## config.mk

```make
export PLATFORM = sky130hd
export DESIGN_NAME = sig_decoder
export DESIGN_NICKNAME = d
export VERILOG_FILES = /design/src/rtl/sigdec_pkg.sv /design/src/rtl/sigdec_match.sv /design/src/rtl/sigdec_fsm.sv /design/src/rtl/sig_decoder.sv
export SDC_FILE = /design/constraint.sdc
export NUM_CORES = 1
export LEC_CHECK = 0
export BUFFER_PORTS_ARGS = -buffer_cell sky130_fd_sc_hd__buf_2
export CAP_MARGIN = 20
export CORE_UTILIZATION = 53
export CTS_CLUSTER_DIAMETER = 30
export DETAILED_ROUTE_END_ITERATION = 10
export PLACE_DENSITY = 0.89
export SKIP_LAST_GASP = 1
export SYNTH_ARGS = -nofsm -noshare
export SYNTH_HDL_FRONTEND = slang
export SYNTH_SLANG_ARGS = --single-unit
```

## constraint.sdc

```tcl
create_clock -name clk -period 3.5 [get_ports clk]
set_input_delay 0.35 -clock clk [delete_from_list [all_inputs] [get_ports clk]]
set_output_delay 0.35 -clock clk [all_outputs]
set_load 0.02 [all_outputs]
```

## src/rtl/sigdec_pkg.sv

```systemverilog
package sigdec_pkg;
  localparam int WORD_W = 32;
  localparam int TYPE_W = 8;
  localparam int ARG_W  = WORD_W - TYPE_W;

  typedef enum logic [TYPE_W-1:0] {
    MT_STATUS = 8'h00,
    MT_RESULT = 8'h01,
    MT_REGS   = 8'h02,
    MT_CREG   = 8'h03
  } msg_type_e;

  typedef enum logic [1:0] {ST_IDLE, ST_REGS, ST_CREG} dec_state_e;

  function automatic logic [TYPE_W-1:0] hdr_type(input logic [WORD_W-1:0] w);
    return w[TYPE_W-1:0];
  endfunction

  function automatic logic [ARG_W-1:0] hdr_arg(input logic [WORD_W-1:0] w);
    return w[WORD_W-1:TYPE_W];
  endfunction

  function automatic logic verdict_pass(input logic [WORD_W-1:0] w);
    return hdr_arg(w) == '0;
  endfunction
endpackage

```

## src/rtl/sigdec_match.sv

```systemverilog
module sigdec_match #(
  parameter int                ADDR_W   = 32,
  parameter int                BE_W     = 4,
  parameter logic [ADDR_W-1:0] SIG_ADDR = 32'h8FFF_FFFC
) (
  input  logic              wr_en,
  input  logic [ADDR_W-1:0] wr_addr,
  input  logic [BE_W-1:0]   wr_be,
  output logic              hit
);
  assign hit = wr_en && (wr_addr == SIG_ADDR) && (&wr_be);
endmodule

```

## src/rtl/sigdec_fsm.sv

```systemverilog
module sigdec_fsm
  import sigdec_pkg::*;
#(
  parameter int NUM_REGS = 32,
  parameter int CREG_AW  = 12,
  localparam int IDX_W   = $clog2(NUM_REGS)
) (
  input  logic               clk,
  input  logic               rst,
  input  logic               hit,
  input  logic [WORD_W-1:0]  data,
  output logic               ev_status,
  output logic               ev_result,
  output logic               ev_reg,
  output logic               ev_creg,
  output logic               ev_bad,
  output logic [IDX_W-1:0]   reg_idx,
  output logic               reg_last,
  output logic [CREG_AW-1:0] creg_addr,
  output logic               busy
);
  localparam logic [IDX_W-1:0] LAST_IDX = IDX_W'(NUM_REGS - 1);

  dec_state_e         state, state_nxt;
  logic [IDX_W-1:0]   cnt, cnt_nxt;
  logic [CREG_AW-1:0] caddr;
  logic               cap_addr;

  always_comb begin
    state_nxt = state;
    cnt_nxt   = cnt;
    ev_status = 1'b0;
    ev_result = 1'b0;
    ev_reg    = 1'b0;
    ev_creg   = 1'b0;
    ev_bad    = 1'b0;
    cap_addr  = 1'b0;
    if (hit) begin
      case (state)
        ST_IDLE: begin
          case (hdr_type(data))
            MT_STATUS: ev_status = 1'b1;
            MT_RESULT: ev_result = 1'b1;
            MT_REGS: begin
              state_nxt = ST_REGS;
              cnt_nxt   = '0;
            end
            MT_CREG: begin
              state_nxt = ST_CREG;
              cap_addr  = 1'b1;
            end
            default: ev_bad = 1'b1;
          endcase
        end
        ST_REGS: begin
          ev_reg = 1'b1;
          if (cnt == LAST_IDX) begin
            state_nxt = ST_IDLE;
            cnt_nxt   = '0;
          end else begin
            cnt_nxt = cnt + 1'b1;
          end
        end
        ST_CREG: begin
          ev_creg   = 1'b1;
          state_nxt = ST_IDLE;
        end
        default: state_nxt = ST_IDLE;
      endcase
    end
  end

  always_ff @(posedge clk) begin
    if (rst) begin
      state <= ST_IDLE;
      cnt   <= '0;
      caddr <= '0;
    end else begin
      state <= state_nxt;
      cnt   <= cnt_nxt;
      if (cap_addr) caddr <= data[TYPE_W +: CREG_AW];
    end
  end

  assign reg_idx   = cnt;
  assign reg_last  = (cnt == LAST_IDX);
  assign creg_addr = caddr;
  assign busy      = (state != ST_IDLE);
endmodule

```

## src/rtl/sig_decoder.sv

```systemverilog
module sig_decoder
  import sigdec_pkg::*;
#(
  parameter logic [31:0] SIG_ADDR = 32'h8FFF_FFFC,
  parameter int          NUM_REGS = 32,
  parameter int          CREG_AW  = 12,
  localparam int         IDX_W    = $clog2(NUM_REGS)
) (
  input  logic               clk,
  input  logic               rst,
  input  logic               wr_en,
  input  logic [31:0]        wr_addr,
  input  logic [3:0]         wr_be,
  input  logic [31:0]        wr_data,
  output logic               status_vld,
  output logic [23:0]        status_code,
  output logic               result_vld,
  output logic               result_pass,
  output logic               gpr_vld,
  output logic [IDX_W-1:0]   gpr_idx,
  output logic [31:0]        gpr_val,
  output logic               gpr_done,
  output logic               csr_vld,
  output logic [CREG_AW-1:0] csr_addr,
  output logic [31:0]        csr_val,
  output logic               bad_type
);
  logic               hit_w, busy_w;
  logic               ev_status_w, ev_result_w, ev_reg_w, ev_creg_w, ev_bad_w;
  logic [IDX_W-1:0]   reg_idx_w;
  logic               reg_last_w;
  logic [CREG_AW-1:0] creg_addr_w;

  sigdec_match #(.ADDR_W(32), .BE_W(4), .SIG_ADDR(SIG_ADDR)) u_match (
    .wr_en(wr_en), .wr_addr(wr_addr), .wr_be(wr_be), .hit(hit_w)
  );

  sigdec_fsm #(.NUM_REGS(NUM_REGS), .CREG_AW(CREG_AW)) u_fsm (
    .clk(clk), .rst(rst), .hit(hit_w), .data(wr_data),
    .ev_status(ev_status_w), .ev_result(ev_result_w), .ev_reg(ev_reg_w),
    .ev_creg(ev_creg_w), .ev_bad(ev_bad_w), .reg_idx(reg_idx_w),
    .reg_last(reg_last_w), .creg_addr(creg_addr_w), .busy(busy_w)
  );

  always_ff @(posedge clk) begin
    if (rst) begin
      status_vld  <= 1'b0;
      status_code <= '0;
      result_vld  <= 1'b0;
      result_pass <= 1'b0;
      gpr_vld     <= 1'b0;
      gpr_idx     <= '0;
      gpr_val     <= '0;
      gpr_done    <= 1'b0;
      csr_vld     <= 1'b0;
      csr_addr    <= '0;
      csr_val     <= '0;
      bad_type    <= 1'b0;
    end else begin
      status_vld <= ev_status_w;
      result_vld <= ev_result_w;
      gpr_vld    <= ev_reg_w;
      gpr_done   <= ev_reg_w && reg_last_w;
      csr_vld    <= ev_creg_w;
      bad_type   <= ev_bad_w;
      if (ev_status_w) status_code <= hdr_arg(wr_data);
      if (ev_result_w) result_pass <= verdict_pass(wr_data);
      if (ev_reg_w) begin
        gpr_idx <= reg_idx_w;
        gpr_val <= wr_data;
      end
      if (ev_creg_w) begin
        csr_addr <= creg_addr_w;
        csr_val  <= wr_data;
      end
    end
  end
endmodule

```

==> After elaboration in Yosys (flattened, before gate mapping) <==
Index checks and enable logic that the tools add are counted.
{ "classes": {"n_bitwise": 2, "n_mux": 20, "addsub": 1, "n_eq_ne": 10, "reduce_logical": 12} }
{ "ops": {"columns": ["cell", "count"], "rows": [
  ["$eq 32x32->1 const B", 1],
  ["$logic_not 24->1", 1],
  ["$eq 8x2->1 const B", 2],
  ["$mux 1", 14],
  ["$mux 5", 2],
  ["$pmux 5 s2", 1],
  ["$eq 8x1->1 const B", 1],
  ["$logic_not 8->1", 1],
  ["$pmux 2 s2", 2],
  ["$reduce_and 3->1", 2],
  ["$add 5x1->5 const B", 1],
  ["$eq 5x5->1 const B", 1],
  ["$ne 2x2->1 const B", 2],
  ["$reduce_and 4->1", 1],
  ["$reduce_or 4->1", 1],
  ["$logic_and 1x1->1", 3],
  ["$ne 3x3->1 const B", 1],
  ["$reduce_or 3->1", 1],
  ["$eq 2x1->1 const B", 1],
  ["$eq 2x2->1 const B", 1],
  ["$logic_not 2->1", 1],
  ["$mux 2", 1],
  ["$not 1->1", 2],
  ["$reduce_bool 2->1", 1]
]} }
{ "totals": {"in_bits": 71, "register_bits": 131, "elab_cells": 60, "out_inout_bits": 112} }

==> Depth between registers and ports, before layout <==
Gate-level depths: netlist (run 1).
{ "logic_depth": {"depth_word": 5, "mapped_depth": 7, "depth_no_buf": 7} }

==> Modules after synthesis <==
Synthesis (run 1) repeated with hierarchy kept, for this count alone.
{ "hier_totals": {"cells_unflattened": 470, "hier_area_um2": 4992.3} }
{ "by_module_without_submodules": {"columns": ["mod", "n_inst", "area_each_um2", "seq_area_each_um2", "cells_per_inst"], "rows": [
  ["sig_decoder", 1, 3997.6, 2242.2, 363],
  ["sigdec_fsm", 1, 902.1, 380.4, 92],
  ["sigdec_match", 1, 92.6, 0.0, 15]
]} }

==> Least setup slack after synthesis (run 1) <==
Ideal clock, no wire load.
{ "synth_timing": {"kind": "input to register", "startpoint": "input wr_addr[29]", "endpoint": "register u_fsm.caddr[10] (netlist: u_fsm.creg_addr[10])", "setup_time_ps": 120, "path_stages": 7, "arrival_ps": 2179, "path_buffers": 2, "required_ps": 3380, "setup_slack_ps": 1201, "cell_sequence": "or4b_4 > nor4_4 > nand3_2 > or3_1 > buf_2 > buf_6 > mux2i_1"} }
{ "synth_between": {"elab_chain_len": 4} }
{ "synth_rtl": {"columns": ["item", "line", "rtl"], "rows": [
  ["start: declaration", "sig_decoder.sv:12", "input logic [31:0] wr_addr,"],
  ["$eq 32x32->1", "sigdec_match.sv:11", "assign hit = wr_en && (wr_addr == SIG_ADDR) && (&wr_be);"],
  ["$logic_and 1x1->1 (2 in series)", "sigdec_match.sv:11", null],
  ["$mux 1", "sigdec_fsm.sv:38", "if (hit) begin"],
  ["end signal: assignment", "sigdec_fsm.sv:81", "if (cap_addr) caddr <= data[TYPE_W +: CREG_AW];"],
  ["end: declaration", "sigdec_fsm.sv:26", "logic [CREG_AW-1:0] caddr;"]
]} }
Every way passes these cells.
A chain may end at the register's enable or synchronous reset.

==> Worst setup path in the final report (run 1) <==
{ "layout_timing": {"startpoint": "input wr_addr[29]", "endpoint": "register u_fsm.caddr[3] (netlist: u_fsm.creg_addr[3])"} }
Same word-level chain as after synthesis.

==> results of run 1 <==
critical path: cells and delay by family:
family | cells | cell delay, ps
AND/OR/NAND/NOR | 4 | 1900
multiplexers | 1 | 360
buffers and inverters | 1 | 100
how the worst min path moves through the flow:
stage / start / endpoint / slack (ps) / cells past startpoint
2_1_floorplan: u_fsm.creg_addr[0] / csr_addr[0] / 440 / 2
3_3_place_gp: csr_val[12] / csr_val[12] / 430 / 2
3_5_place_dp: gpr_val[23] / gpr_val[23] / 440 / 2
4_1_cts: wr_data[6] / gpr_val[6] / 100 / 3
5_1_grt: wr_data[6] / gpr_val[6] / 110 / 3
6_report: wr_data[13] / csr_val[13] / 120 / 3
through the flow:
stage                     std cells  setup slack [ps]
after CTS                       873              1220
after global placement          841               872
after detailed placement        841               806
after global routing            873              1080
final                           873              1200
after floorplan                 583              1200
routing by layer:
layer,routed length (um),vias up,global-route usage [%]
met3,937,34,7.45
met2,6870,199,50.5
met4,316,0,11.9
met5,0,-,0
li1,-,2303,-
met1,5680,2237,34.4
logic make-up after synthesis:
group           Yosys count
fa+ha+maj                 2
flops                   131
mux                      26
simple gates            277
buf+inv                  41
compound gates          106
final cells by class:
| cell class | count | area share (%) |
|---|---|---|
| flip-flops and latches | 131 | 40.4 |
| multi-input cells | 411 | 33.3 |
| repair buffers | 189 | 14.9 |
| clock buffers | 17 | 6.39 |
| clock inverters | 15 | 2.82 |
| well taps | 108 | 2.08 |
| inverters | 2 | 0.116 |
state kept, by name (all words and copies together) (netlist names):
signal	count
csr_val	32
result_pass	1
csr_vld	1
gpr_val	32
result_vld	1
gpr_done	1
bad_type	1
gpr_idx	5
csr_addr	12
status_code	24
u_fsm.reg_idx	5
gpr_vld	1
status_vld	1
u_fsm.state	2
u_fsm.creg_addr	12
cell usage in the layout (no fill, tap or decap), drive strengths merged, types with 13 or more instances in the layout:
| cell | netlist | final |
|---|---|---|
| nand2 | 166 | 166 |
| dfxtp | 131 | 131 |
| o21ai | 16 | 16 |
| buf | 10 | 189 |
| a21oi | 85 | 85 |
| mux2i | 26 | 26 |
| nor2 | 22 | 22 |
| clkbuf | 29 | 17 |
| nand2b | 26 | 26 |
| nand3b | 13 | 13 |
power by group through the flow:
stage	combinational (mW)	sequential, mW	clock [mW]
2_1_floorplan	0.0406	1.52	0
3_3_place_gp	0.103	1.52	0
3_5_place_dp	0.106	1.52	0
4_1_cts	0.107	1.49	1.78
5_1_grt	0.117	1.49	1.86
6_report	0.109	1.49	1.77
==> flow_summary.toml, run 1 <==
[clock_tree]
cts_tree = "built"
cts_buffers = 17
post_cts.repair.setup_buffers = 0
cts_hold_buf = 0
clk_pin_slew_worst_paths_ps = 60
clk_latency_ps = 510
post_cts_resized = 0
clock_path_buffers = 2
cts.htree.levels = 4
cts.sinks = 131
root_buffer = "clkbuf_8"

[global_routing]
grt_start_max_net_pins = 87
grt_pass1_wl_mm = 22.5
grt_antenna_before_repair = 0
track_usage_pct = 29.1
overflow = 0
grt_pass1_vias = 4747

[placed_design]
gp_congestion = 0.807
dp_hpwl_mm = 9.25
dpl-instance-area_um2 = 5890
port_buffers = 182

[timing]
grt_setup_unrepaired = "no"
hold_slack_ps = 118
worst_pin_slew_ps = 854
fin_setup_tns_ps = 0
finalSetupViolCount = 0
fmax_mhz = 434
fin_crit_sh_pct = 65.8
finalMaxSlewViolations = 0
min_period_ps = 2300
finClkSkew_ps = 7.19
max_slew_margin_pct = 43.1
finalHoldViolations = 0

[run]
maxCapViolations = 0

[logic_synthesis]
synth_top_family_by_area = "simple AND/OR/NAND/NOR gates"
yosysMostFrequentCell = "nand2_1"
synth-async-reset-ratio_pct = 0
synth_cell_types = 37
syn_inst = 583
synth_area_per_cell_um2 = 8.49
synthAdderAreaFrac_pct = 0.506
synth_largest_area_cell = "dfxtp_1"
synthSimpleGateAreaFrac_pct = 26.7
synthTopCellsByArea = "dfxtp_1 (53%), nand2_1 (13%), a21oi_1 (8.6%)"
ys.flop_type = "dfxtp_1"
ys_seq_area_share_pct = 53.0
synth_mux_area_share_pct = 5.26
synth_fp_nets = 656
synth-edff-count = 0
synth_compound_area_share_pct = 11.1
synth_top_area_share_pct = 53.0
synthTopCellsByCount = "nand2_1 (166), dfxtp_1 (131), a21oi_1 (85)"
synth_xor_area_share_pct = 0
yosys_warnings = 0
ys_seq_elements = 131
synth_area_um2 = 4950

[route]
antenna_left = 0
routed_wl_mm = 13.8
first_pass_iters = 6
drcViolationCount = 0
drtIter0Drc = 216
viasPerCell = 5.47
routedWlPerCell_um = 15.8
vias = 4773

[setup_path]
start_kind = "primary input"
crit_path_end_kind = "flip-flop"
cp-startpoint = "wr_addr[29]"
cp_slowest_cell = "or3_1"
worstPathRequired_ps = 3900
r2r_cells = 6
worstPathMaxFanout = 12
reg2reg_from = "u_fsm.reg_idx[0]"
critPathArrivalTime_ps = 2710
cp_slowest_stage_delay_ps = 750
crit_type = "in2reg"
worstPathCellList = "buf_2 > or4b_4 > nor4_4 > nand3_2 > or3_1 > mux2i_1"
crit_end = "u_fsm.creg_addr[3]"
r2r_slack_ps = 1530
r2r-end = "u_fsm.reg_idx[3]"

[final_layout]
fill_cells = 663
final_util_pct = 72.9
regArea_um2 = 2620
final_cell_area_um2 = 6480
multi_input_area_um2 = 2160
drive_gt1_share_pct = 29.8
syn2layout_area_growth_pct = 31.0
fin_nets = 825
num_antenna_cells = 0

[pwr]
power_density_nw_per_um2 = 520
p_switching_uw = 747
power_frac_comb_pct = 3.2
p_int_mw = 2.62
ir_drop_mv = 0.289
total_power_mw = 3.37
p_clk_share_pct = 52.5
switching_share_pct = 22.1
p_leak_nw = 2.94
power_frac_seq_pct = 44.2

[floorplanning]
die_w_um = 98.6
fp.coreArea_um2 = 8890
die_area_um2 = 9730
die_h_um = 98.6
pin_count = 183
initial_core_util_pct = 55.7
rows = 34

[worst_hold_path]
min_path_type = "in2reg"

[run_status]
status = "completed"
Power figures use the tool's default switching activity.
==> run 2: changes to the inputs <==
--- a/config.mk
+++ b/config.mk
@@ -5,12 +5,13 @@
 export SDC_FILE = /design/constraint.sdc
 export NUM_CORES = 1
 export LEC_CHECK = 0
+export ABC_AREA = 1
 export BUFFER_PORTS_ARGS = -buffer_cell sky130_fd_sc_hd__buf_2
 export CAP_MARGIN = 20
-export CORE_UTILIZATION = 53
+export CORE_UTILIZATION = 46
 export CTS_CLUSTER_DIAMETER = 30
 export DETAILED_ROUTE_END_ITERATION = 10
-export PLACE_DENSITY = 0.89
+export PLACE_DENSITY = 0.8
 export SKIP_LAST_GASP = 1
 export SYNTH_ARGS = -nofsm -noshare
 export SYNTH_HDL_FRONTEND = slang
==> constraint.sdc (replaced) <==
create_clock -name clk -period 2.1 [get_ports clk]
set_input_delay 0.21 -clock clk [delete_from_list [all_inputs] [get_ports clk]]
set_output_delay 0.21 -clock clk [all_outputs]
set_load 0.02 [all_outputs]
==> run 2 against run 1 <==
Net effect: synthesized cell count rose by 59%; combinational power rose by 110%; utilization fell by 13 points; non-clock buffer count rose by 5; final cell count rose by 47%; total power rose by 62%; global-route usage fell by 5.1 points; critical path depth rose by 4; area after synthesis rose by 20%; routed wire length rose by 10%; critical path type is now reg2reg; critical endpoint is now u_fsm.reg_idx[0]; largest power group unchanged; highest routed layer unchanged.
==> flow_summary.toml, run 2 <==
[logic_synthesis]
ys_seq_elements = 131
yosysMostFrequentCell = "nand2_1"
synth_area_per_cell_um2 = 6.40
synth-async-reset-ratio_pct = 0
syn_inst = 929
synth_top_area_share_pct = 44.1
ys_seq_area_share_pct = 44.1
ys.flop_type = "dfxtp_1"
synth_largest_area_cell = "dfxtp_1"
synthTopCellsByArea = "dfxtp_1 (44%), nand2_1 (17%), nor2_1 (16%)"
synth_cell_types = 28
synthTopCellsByCount = "nand2_1 (270), nor2_1 (259), dfxtp_1 (131)"
synth-edff-count = 0
yosys_warnings = 0
synth_fp_nets = 1002
synth_area_um2 = 5950

[clock_tree]
clock_path_buffers = 2
cts_hold_buf = 0
cts_tree = "built"
cts.htree.levels = 4
cts.sinks = 131
clk_pin_slew_worst_paths_ps = 60
cts_buffers = 17
post_cts.repair.setup_buffers = 0
clk_latency_ps = 420
post_cts_resized = 0
root_buffer = "clkbuf_16"

[final_layout]
syn2layout_area_growth_pct = 27.0
biggestRegsByFlops = "csr_val x32, gpr_val x32, status_code x24"
regArea_um2 = 2620
fill_cells = 1234
fin_nets = 1174
final_common_cell = "nand2_1"
drive_gt1_share_pct = 23.8
multi_input_area_um2 = 2630
final_cell_area_um2 = 7550
most-common-layout-cells = "nand2_1 (270), nor2_1 (258), buf_2 (182)"
num_antenna_cells = 0

[setup_path]
start_kind = "flip-flop"
critPathArrivalTime_ps = 2040
worstPathRequired_ps = 2460
crit_path_end_kind = "flip-flop"
worstPathMaxFanout = 5
crit_type = "reg2reg"

[floorplanning]
die_h_um = 116
pin_count = 183
fp.coreArea_um2 = 12600
die_area_um2 = 13400
initial_core_util_pct = 47.1
die_w_um = 116
rows = 41

[route]
routed_wl_mm = 15.2
drtIter0Drc = 457
drcViolationCount = 0
antenna_left = 0
routedWlPerCell_um = 11.8
vias = 5923
viasPerCell = 4.61
first_pass_iters = 5

[timing]
max_slew_margin_pct = 64.5
worst_pin_slew_ps = 528
fin_setup_tns_ps = 0
finalMaxSlewViolations = 0
finalSetupViolCount = 0
fmax_mhz = 597
grt_setup_unrepaired = "no"
finalHoldViolations = 0
finClkSkew_ps = 4.71
min_period_ps = 1680
fin_crit_sh_pct = 79.8

[run_status]
status = "completed"

[placed_design]
dp_hpwl_mm = 10.6
gp_congestion = 0.835
port_buffers = 182
dpl-instance-area_um2 = 7000

[pwr]
ir_drop_mv = 0.510
power_density_nw_per_um2 = 725
p_leak_nw = 4.29

[global_routing]
track_usage_pct = 24.0
grt_antenna_before_repair = 0
overflow = 0
grt_start_max_net_pins = 90
grt_pass1_wl_mm = 25.0
grt_pass1_vias = 5288

[worst_hold_path]
min_path_type = "in2reg"

[run]
maxCapViolations = 0
-- run 2: cell types whose count changed in the layout (fill, tap and decap cells not counted), moves of 10 or more --
cell,delta
nand2b_1,-26
o21ai_1,-12
a21oi_1,-83
nand3b_1,-12
mux2i_1,-26
inv_1,+124
nand3_1,+10
nand2_1,+104
nor2_2,+24
nor2_1,+236
nand4_1,+26
-- run 2: path summary, 6_finish.rpt --
path                    startpoint  slack [ps]               end  cells past startpoint
setup reg to reg  u_fsm.reg_idx[0]         420  u_fsm.reg_idx[0]                     10
setup / recovery  u_fsm.reg_idx[0]         420  u_fsm.reg_idx[0]                     10
hold / removal         wr_data[30]          50       gpr_val[30]                      3
hold reg to reg    status_code[10]         480   status_code[10]                      2
-- run 2: cell type report --
class	instances	share of cell area, %
clock inverters	14	1.49
repair buffers	194	13.7
inverters	132	6.59
clock buffers	18	5.81
multi-input cells	625	34.8
well taps	172	2.85
flip-flops and latches	131	34.7
-- run 2: cell families (layout without fill, tap and decap cells) --
| family | Yosys count | count (layout) | synth area share, % |
|---|---|---|---|
| flip-flops | 131 | 131 | 44.1 |
| AO/OA/AOI/OAI | 4 | 4 | 0.379 |
| XOR/XNOR | 1 | 1 | 0.147 |
| AND/OR/NAND/NOR | 618 | 618 | 43.1 |
| buffers and inverters | 173 | 358 | 11.9 |
| adder cells (fa/ha/maj) | 2 | 2 | 0.421 |
-- run 2: report_power, final --
group	internal [mW]	switching, mW
logic	0.0819	0.147
registers	2.49	0.000000000000109
clock network	1.65	1.11
total	4.21	1.26
-- run 2: layer usage --
metal	track usage, %	vias up	share of wire [%]	wire length [um]
met1	31.6	2608	47	7160
met5	0	-	0	0
met2	36.3	187	44	6640
met4	9.23	0	2.2	329
met3	8.00	28	7.3	1110
li1	-	3100	-	-
-- run 2: critical path: stages, from the launching register on --
cell and delay, ps:
dfxtp_1 350, ha_1 220, nand2_1 80, nor2_1 40, ha_1 170, inv_1 100, nand2_1 120, or2_2 310
nand3_1 90, nand2_1 50, nor2_1 90
-- run 2: per-stage QoR --
stage                     power [mW]  setup WS, ps  instances  hold slack, ps  util (%)
after floorplan                 2.64           609        929             338         -
after global placement          2.77           426       1254             459      55.5
after detailed placement        2.77           373       1254             471      55.5
after CTS                       5.52           433       1286            40.5      59.9
after global routing            5.65           301       1286            44.2      59.9
final                           5.48           425       1286            51.7      59.9
==> run 3: changes to the inputs <==
==> constraint.sdc (replaced) <==
create_clock -name clk -period 1.4 [get_ports clk]
set_input_delay 0.14 -clock clk [delete_from_list [all_inputs] [get_ports clk]]
set_output_delay 0.14 -clock clk [all_outputs]
set_load 0.02 [all_outputs]
==> run 3 against run 2 <==
Net effect: the run now ends with negative hold slack, negative setup slack left; routed wire length increased by 9.1%; sequential cell count unchanged; fmax increased by 15%; via count increased by 3.8%; register-to-register slack got worse by 480 ps; combinational power increased by 73%; die area unchanged; non-clock buffer count increased by 49.
==> flow_summary.toml, run 3 (same netlist as run 2, synthesis figures left out) <==
[run_status]
status = "complete, but fails checks"
violations = "negative hold slack, negative setup slack"

[setup_path]
crit_type = "reg2reg"
r2r-end = "gpr_val[6]"
crit_top_cell = "nand2_1"
r2r_slack_ps = -50
worstPathRequired_ps = 1750
start_kind = "flip-flop"
cp_top_family = "buffers and inverters"
critPathArrivalTime_ps = 1800
r2r_cells = 9
cp_slowest_stage_delay_ps = 340
worstPathCellList = "inv_2 > nor2_2 > buf_4 > nand4_1 > buf_6 > clkbuf_16 > nand2_1 > nand2_1 > nor2_1"
crit_path_end_kind = "flip-flop"
cp_slowest_cell = "dfxtp_2"
worstPathMaxFanout = 7
critPathBufInv = 4
reg2reg_from = "u_fsm.state[0]"

[timing]
finalSetupViolCount = 14
min_period_ps = 1450
grt_setup_unrepaired = "yes"
max_slew_margin_pct = 73.2
fin_crit_sh_pct = 104
fmax_mhz = 689
worst_pin_slew_ps = 402
finalHoldViolations = 1
hold_slack_ps = -3.77
finClkSkew_ps = 5.05
timing.final.ws_setup_ps = -50.7
finalMaxSlewViolations = 0

[pwr]
ir_drop_mv = 0.765
power_frac_comb_pct = 4.8
power_density_nw_per_um2 = 1020
switching_share_pct = 21.1
total_power_mw = 8.29
p_switching_mw = 1.75
p_leak_nw = 4.55
p_clk_share_pct = 50.2
power_frac_seq_pct = 45.0
p_int_mw = 6.54

[route]
routed_wl_mm = 16.6
antenna_left = 0
wl_met2_mm = 7.66
wl_met3_mm = 1.08
vias = 6150
viasPerCell = 4.61
drcViolationCount = 0
drtIter0Drc = 422
routedWlPerCell_um = 12.5
top_layer_used = "met4"
first_pass_iters = 5
met1_length_mm = 7.56

[clock_tree]
cts_tree = "built"
cts_buffers = 17
clk_latency_ps = 410
cts.htree.levels = 4
clock_path_buffers = 2
cts.sinks = 131
root_buffer = "clkbuf_16"
clk_pin_slew_worst_paths_ps = 50

[placed_design]
dp_hpwl_mm = 11.1
post-place-ws_ps = -64.4
port_buffers = 182
gp_congestion = 0.856
post-place-cells = 1283

[worst_hold_path]
hold_depth = 3
min_to = "gpr_val[29]"
min-delay-start = "wr_data[29]"
min_path_type = "in2reg"

[global_routing]
grt_pass1_vias = 5547
grt_antenna_before_repair = 0
overflow = 0
grt_pass1_wl_mm = 25.9
grt_start_max_net_pins = 94
track_usage_pct = 24.8

[final_layout]
final_common_cell = "nand2_1"
biggestRegsByFlops = "csr_val x32, gpr_val x32, status_code x24"
drive_gt1_share_pct = 27.0
num_antenna_cells = 0
fill_cells = 1153
multi_input_area_um2 = 2690
most-common-layout-cells = "nand2_1 (263), nor2_1 (255), buf_2 (182)"
regArea_um2 = 2630
fin_nets = 1223
syn2layout_area_growth_pct = 36.6
instances_no_fill = 1333

[floorplanning]
pin_count = 183
initial_core_util_pct = 47.1
die_w_um = 116
fp.coreArea_um2 = 12600
die_area_um2 = 13400
die_h_um = 116
rows = 41

[run]
maxCapViolations = 0
[run 3: cell count changes in the layout (fill, tap and decap cells not counted), moves of 4 or more]
| cell | previous run | this run |
|---|---|---|
| buf_4 | 9 | 36 |
| buf_12 | 3 | 9 |
| clkbuf_1 | 0 | 4 |
| nand2_1 | 270 | 263 |
| nand2_2 | 1 | 5 |
| clkbuf_8 | 1 | 5 |
| clkinv_2 | 8 | 3 |
| dlygate4sd3_1 | 0 | 13 |
[run 3: power groups by stage]
stage / sequential, mW / clock (mW) / combinational (mW)
floorplan: 3.81 / 0 / 0.144
global placement: 3.81 / 0 / 0.359
detailed placement: 3.81 / 0 / 0.361
CTS: 3.73 / 4.23 / 0.391
global route: 3.73 / 4.39 / 0.433
finish: 3.73 / 4.16 / 0.396
[run 3: worst max path at each step]
stage / endpoint / cells after the start / slack, ps / startpoint
after floorplan: u_fsm.reg_idx[0] / 10 / 10 / u_fsm.reg_idx[0]
after CTS: u_fsm.state[0] / 11 / -10 / u_fsm.reg_idx[1]
after detailed placement: status_code[16] / 9 / -60 / wr_data[6]
after global routing: gpr_val[5] / 9 / -130 / u_fsm.state[0]
after global placement: csr_addr[10] / 9 / -30 / wr_addr[29]
final: gpr_val[6] / 9 / -50 / u_fsm.state[0]
[run 3: worst reg2reg max path: stages (launching register included)]
cell and delay (ps):
dfxtp_2 340, inv_2 50, nor2_2 90, buf_4 130
nand4_1 200, buf_6 220, clkbuf_16 170, nand2_1 60
nand2_1 40, nor2_1 90
[run 3: layout make-up]
cell class | count | share of cell area, %
well taps | 172 | 2.65
multi-input cells | 625 | 33.1
clock inverters | 4 | 0.585
inverters | 132 | 6.11
flip-flops and latches | 131 | 32.3
clock buffers | 26 | 6.27
repair buffers | 243 | 18.9
[run 3: what timing repair did]
action | CTS | global route
hold endpoints to repair | 19 | 0
gates resized for setup | 5 | 18
hold buffers | 13 | 0
pin swaps | 3 | 14
setup buffers | 0 | 6
endpoints found under the setup margin | 14 | 72
gates cloned | 0 | 2
[run 3: layer usage]
layer / GRT usage [%] / vias to the layer above
li1: - / 3198
met1: 32.3 / 2754
met2: 39.4 / 172
met3: 6.59 / 26
met4: 8.97 / 0
met5: 0 / -
[run 3: per-stage QoR]
step / area (um2) / TNS (ps) / utilization (%)
finish: 8120 / -530 / 64.4
global route: 8120 / -3870 / 64.4
CTS: 7990 / -20.7 / 63.3
detailed placement: 7290 / -2040 / 57.8
global placement: 7290 / -74.2 / 57.8
floorplan: 5960 / 0 / -
